`src/rtl/vend_pkg.sv`:
```
// Package: shared coin codes for the vending controller.
// Assumes the coin sensor presents exactly these four classes.
package vend_pkg;
    typedef enum logic [1:0] {
        COIN_NICKEL  = 2'b00,
        COIN_DIME    = 2'b01,
        COIN_QUARTER = 2'b10,
        COIN_BAD     = 2'b11
    } coin_e;
endpackage

```
`src/rtl/vend_coin_decode.sv`:
```
// Module: vend_coin_decode
// Turns a classified coin event into a credit increment in 5-cent units
// and an accept/reject decision. Purely combinational; assumes at most
// one event per clock.
module vend_coin_decode
    import vend_pkg::*;
#(
    parameter int NICKEL_UNITS  = 1,
    parameter int DIME_UNITS    = 2,
    parameter int QUARTER_UNITS = 5,
    parameter int UNIT_W        = 3
) (
    input  logic              coin_vld,
    input  logic [1:0]        coin_code,
    output logic [UNIT_W-1:0] add_units,
    output logic              accept,
    output logic              refuse
);
    // Map the coin class to its value and to the accept/reject flags.
    always_comb begin
        add_units = '0;
        accept    = 1'b0;
        refuse    = 1'b0;
        if (coin_vld) begin
            unique case (coin_e'(coin_code))
                COIN_NICKEL:  begin add_units = UNIT_W'(NICKEL_UNITS);  accept = 1'b1; end
                COIN_DIME:    begin add_units = UNIT_W'(DIME_UNITS);    accept = 1'b1; end
                COIN_QUARTER: begin add_units = UNIT_W'(QUARTER_UNITS); accept = 1'b1; end
                default:      refuse = 1'b1;
            endcase
        end
    end
endmodule

```
`src/rtl/vend_credit_fsm.sv`:
```
// Module: vend_credit_fsm
// Holds the credit state (0 .. PRICE_UNITS-1 units of 5 cents) and detects
// a sale on the transition. An out-of-range state code is treated as
// corrupt and returns to zero. Assumes add_units is zero unless accept is set.
module vend_credit_fsm #(
    parameter int PRICE_UNITS = 6,
    parameter int UNIT_W      = 3,
    parameter int CREDIT_W    = 3
) (
    input  logic                clk,
    input  logic                rst_n,
    input  logic                accept,
    input  logic [UNIT_W-1:0]   add_units,
    output logic [CREDIT_W-1:0] credit,
    output logic                sale_hit
);
    localparam int SUM_W = (CREDIT_W > UNIT_W ? CREDIT_W : UNIT_W) + 1;

    logic [CREDIT_W-1:0] credit_q, credit_d;
    logic [SUM_W-1:0]    sum;
    logic                state_bad;

    // Flag credit codes that no legal transition can produce.
    assign state_bad = (SUM_W'(credit_q) >= SUM_W'(PRICE_UNITS));
    assign sum       = SUM_W'(credit_q) + SUM_W'(add_units);

    // Next-credit and sale decision.
    always_comb begin
        sale_hit = 1'b0;
        credit_d = credit_q;
        if (state_bad) begin
            credit_d = '0;
        end else if (accept) begin
            if (sum >= SUM_W'(PRICE_UNITS)) begin
                sale_hit = 1'b1;
                credit_d = '0;
            end else begin
                credit_d = CREDIT_W'(sum);
            end
        end
    end

    // Credit register with synchronous active-low reset.
    always_ff @(posedge clk) begin
        if (!rst_n) credit_q <= '0;
        else        credit_q <= credit_d;
    end

    assign credit = credit_q;
endmodule

```
`src/rtl/vend_ctrl.sv`:
```
// Module: vend_ctrl (top)
// Coin-accumulating vending controller for a single fixed price. Decodes
// coin events, accumulates credit, and emits registered one-cycle sell and
// reject pulses. Overpayment is forfeited. Assumes one coin event per clock.
module vend_ctrl #(
    parameter int PRICE_UNITS   = 6,
    parameter int NICKEL_UNITS  = 1,
    parameter int DIME_UNITS    = 2,
    parameter int QUARTER_UNITS = 5
) (
    input  logic       clk,
    input  logic       rst_n,
    input  logic       coin_vld,
    input  logic [1:0] coin_code,
    output logic       sell,
    output logic       reject
);
    localparam int CREDIT_W = (PRICE_UNITS > 2) ? $clog2(PRICE_UNITS) : 1;
    localparam int UNIT_W   = $clog2(QUARTER_UNITS + 1) + 1;

    logic [UNIT_W-1:0]   add_units;
    logic                accept, refuse, sale_hit;
    logic [CREDIT_W-1:0] credit_q;

    vend_coin_decode #(
        .NICKEL_UNITS (NICKEL_UNITS),
        .DIME_UNITS   (DIME_UNITS),
        .QUARTER_UNITS(QUARTER_UNITS),
        .UNIT_W       (UNIT_W)
    ) u_decode (
        .coin_vld (coin_vld),
        .coin_code(coin_code),
        .add_units(add_units),
        .accept   (accept),
        .refuse   (refuse)
    );

    vend_credit_fsm #(
        .PRICE_UNITS(PRICE_UNITS),
        .UNIT_W     (UNIT_W),
        .CREDIT_W   (CREDIT_W)
    ) u_fsm (
        .clk      (clk),
        .rst_n    (rst_n),
        .accept   (accept),
        .add_units(add_units),
        .credit   (credit_q),
        .sale_hit (sale_hit)
    );

    // Register the sale and reject pulses for one cycle.
    always_ff @(posedge clk) begin
        if (!rst_n) begin
            sell   <= 1'b0;
            reject <= 1'b0;
        end else begin
            sell   <= sale_hit;
            reject <= refuse;
        end
    end
endmodule

```
`config.mk`:
```
export PLATFORM = sky130hd
export DESIGN_NAME = vend_ctrl
export DESIGN_NICKNAME = d
export VERILOG_FILES = /design/src/rtl/vend_pkg.sv /design/src/rtl/vend_coin_decode.sv /design/src/rtl/vend_credit_fsm.sv /design/src/rtl/vend_ctrl.sv
export SDC_FILE = /design/constraint.sdc
export NUM_CORES = 1
export LEC_CHECK = 0
export ABC_AREA = 1
export BUFFER_PORTS_ARGS = -buffer_cell sky130_fd_sc_hd__buf_2
export CORE_AREA = 2 2 39 41
export DETAILED_ROUTE_END_ITERATION = 10
export DIE_AREA = 0 0 41 43
export PLACE_DENSITY = 0.52
export SLEW_MARGIN = 10
export SYNTH_ARGS = -nofsm -noshare
export SYNTH_HDL_FRONTEND = slang
export SYNTH_SLANG_ARGS = --single-unit
```
`constraint.sdc`:
```
create_clock -name clk -period 1.4 [get_ports clk]
set_clock_uncertainty 0.15 [all_clocks]
set_input_delay 0.07 -clock clk [delete_from_list [all_inputs] [get_ports clk]]
set_output_delay 0.07 -clock clk [all_outputs]
set_load 0.1 [all_outputs]
```
==> impl_metrics.yaml <==
power_and_ir_drop:
  sequentialPowerShare_pct: 35.2
  p_comb_share_pct: 27.7
  pwr_density_cell_nw_per_um2: 794
  p_leak_nw: 0.301
  p_sw_share_pct: 30.2
  ir_drop_mv: 0.518
  power.switching_mw: 0.136
  intPower_mw: 0.313
  p_clk_share_pct: 37.1
clock_tree:
  clk_latency_ns: 0.24
  cts_buffer_depth: 2
  clk_pin_slew_worst_paths_ns: 0.05
  cts_buffers: 3
  clock-sinks: 5
  cts_root_buf: "clkbuf_4"
  htreeDepth: 1
  cts_tree: "yes"
placement:
  hpwl_um: 589
  gp_congestion: 0.785
  place_inst: 84
  port_buffers: 6
timing:
  fin_ws_ns: -0.198
  worstMarginPinSlew_ns: 0.485
  hold_violations: 0
  setup_tns_ns: -0.740
  setup_viol: 4
  min_period_ns: 1.60
  rsz0062_at_grt: "true"
  final.period_utilization_pct: 114
  finalMaxSlewViolations: 0
  fmax_mhz: 626
  relSlewSlack_pct: 67.9
floorplanning:
  die_h_um: 43
  dieWidth_um: 41
  die_area_um2: 1760
  core_um2: 1380
  std_cell_rows: 14
  initial_core_util_pct: 26.9
  ios: 7
layout:
  syn2layout_area_growth_pct: 52.2
  nNetsFinal: 86
  mostFrequentLayoutCells: "11 x inv_1, 11 x nand2_1, 9 x buf_4"
  final_cells: 92
  num_antenna_cells: 0
  drive_above_1_share_pct: 47.4
worst_hold_path:
  min_path_type: "in -> reg"
  whs_path_depth: 4
synth:
  synthSimpleGateAreaFrac_pct: 36.7
  ys_warn_count: 0
  synth_compound_area_share_pct: 5.72
  yosys.area_share.adder_pct: 15.5
  synth_cell_types: 16
  synthTopCellsByArea: "dfxtp_1 27%, inv_1 13%, nand2_1 12%"
  synth_top_family_by_area: "simple AND/OR/NAND/NOR gates"
  synth_cells: 55
  avgSynthCellArea_um2: 6.76
  synth-seq-cells: 5
  synth_xor_area_share_pct: 0
  yosys.area.top_type: "dfxtp_1"
  yosysSeqAreaShare_pct: 26.9
  syn_area_um2: 372
  yosys-mux-area-fraction_pct: 0
  synth_nets: 64
  synth_top_area_share_pct: 26.9
global_route:
  grt_pass1_wl_um: 1280
  grt.overflow.total: 0
  grt_use_total_pct: 10.9
  antenna_found_initial: 0
  grt_pass1_vias: 331
  grt_max_degree: 7
drt:
  wl_per_cell_um: 8.01
  drc: 0
  drtIter0Drc: 3
  final_antenna_net_count: 0
  vias_per_cell: 3.92
  wl_um: 737
  first_pass_iters: 2
  vias: 361
critical_path:
  cp.depth: 6
  max_stage_delay_ns: 0.53
  path_max_fanout: 2
  r2r_cells: 6
  crit_family: "adder cells"
  cp.arrival_ns: 1.58
  worstPathRequired_ns: 1.38
  worstPathCellList: "ha_4 -> inv_4 -> fa_2 -> inv_2 -> o211ai_1 -> nor2_2"
  path_buf_inv: 2
  end_kind: "register"
  path_class: "reg -> reg"
  cp_slowest_cell: "fa_2"
  worstSetupStartpointType: "register"
status:
  outcome: "finished, violations left"
  violations: "negative setup slack"
run:
  drv_cap: 0
power groups by stage:
stage / clock network (mW) / logic (mW) / registers [mW]
2_1_floorplan: 0 / 0.0634 / 0.171
4_1_cts: 0.180 / 0.126 / 0.158
3_5_place_dp: 0 / 0.110 / 0.161
3_3_place_gp: 0 / 0.110 / 0.161
5_1_grt: 0.190 / 0.142 / 0.159
6_report: 0.167 / 0.125 / 0.158
kinds of logic after synthesis:
group / count (synthesis)
AND/OR/NAND/NOR: 28
adder cells (fa/ha/maj): 4
AO/OA/AOI/OAI: 3
buffers and inverters: 15
flip-flops: 5
Yosys cell counts:
cell type	instances
inv_2	2
nor2_1	5
dfxtp_1	5
a21oi_1	1
inv_1	13
a21oi_2	1
nor2_2	3
nand3_2	1
nand2_2	2
fa_1	1
nand3_1	2
nand2_4	1
nand2_1	12
nor3_1	2
o211ai_1	1
ha_1	3
state kept, by name, summed over array words and instances, names as in the netlist:
| name | cells |
|---|---|
| u_fsm.credit | 3 |
| reject | 1 |
| sell | 1 |
what timing repair did:
| action | 4_1_cts | 5_1_grt |
|---|---|---|
| setup endpoints to repair | 4 | 4 |
| buffers inserted | 2 | 0 |
| hold buffers | 2 | 0 |
| gates resized for setup | 5 | 1 |
| pin swaps | 5 | 4 |
| endpoints found under the hold margin | 1 | 0 |
layout make-up:
class	count	area (µm²)
fillers	150	818
multi-input cells	35	241
repair buffers	17	118
flip-flops and latches	5	101
inverters	15	58.8
clock buffers	4	26.3
well taps	16	20.0
per-stage QoR:
stage | worst slack [ns] | hold slack, ns | power (mW) | util [%] | cell area [µm²]
4_1_cts | -0.210 | 0.0793 | 0.464 | 40.7 | 563
3_5_place_dp | -0.329 | 0.203 | 0.271 | 35.3 | 488
5_1_grt | -0.263 | 0.0968 | 0.491 | 40.9 | 566
2_1_floorplan | -0.129 | 0.0757 | 0.234 | - | 385
6_report | -0.198 | 0.0863 | 0.449 | 40.9 | 566
3_3_place_gp | -0.305 | 0.205 | 0.271 | 35.3 | 488
worst reg2reg max path, delay by kind of cell, from the launching register on:
kind            cells  cell delay (ns)
compound gates      1             0.19
buf+inv             2             0.07
simple gates        1             0.06
flops               1             0.34
fa+ha+maj           2             0.67
path summary, 6_finish.rpt:
| kind | start | end | slack [ns] |
|---|---|---|---|
| setup / recovery | u_fsm.credit[0] | u_fsm.credit[1] | -0.20 |
| hold reg to reg | u_fsm.credit[2] | u_fsm.credit[2] | 0.44 |
| hold / removal | coin_vld | reject | 0.09 |
| setup reg to reg | u_fsm.credit[0] | u_fsm.credit[1] | -0.20 |
metal layers:
layer  GRT usage, %  vias to the layer above  wire length, µm
met1           13.9                      147              364
li1               -                      205                -
met5              0                        -                0
met2           15.6                        9              328
met3           6.28                        0               44
met4           2.00                        0                0
Note: power is estimated with default switching activity, not from simulation.
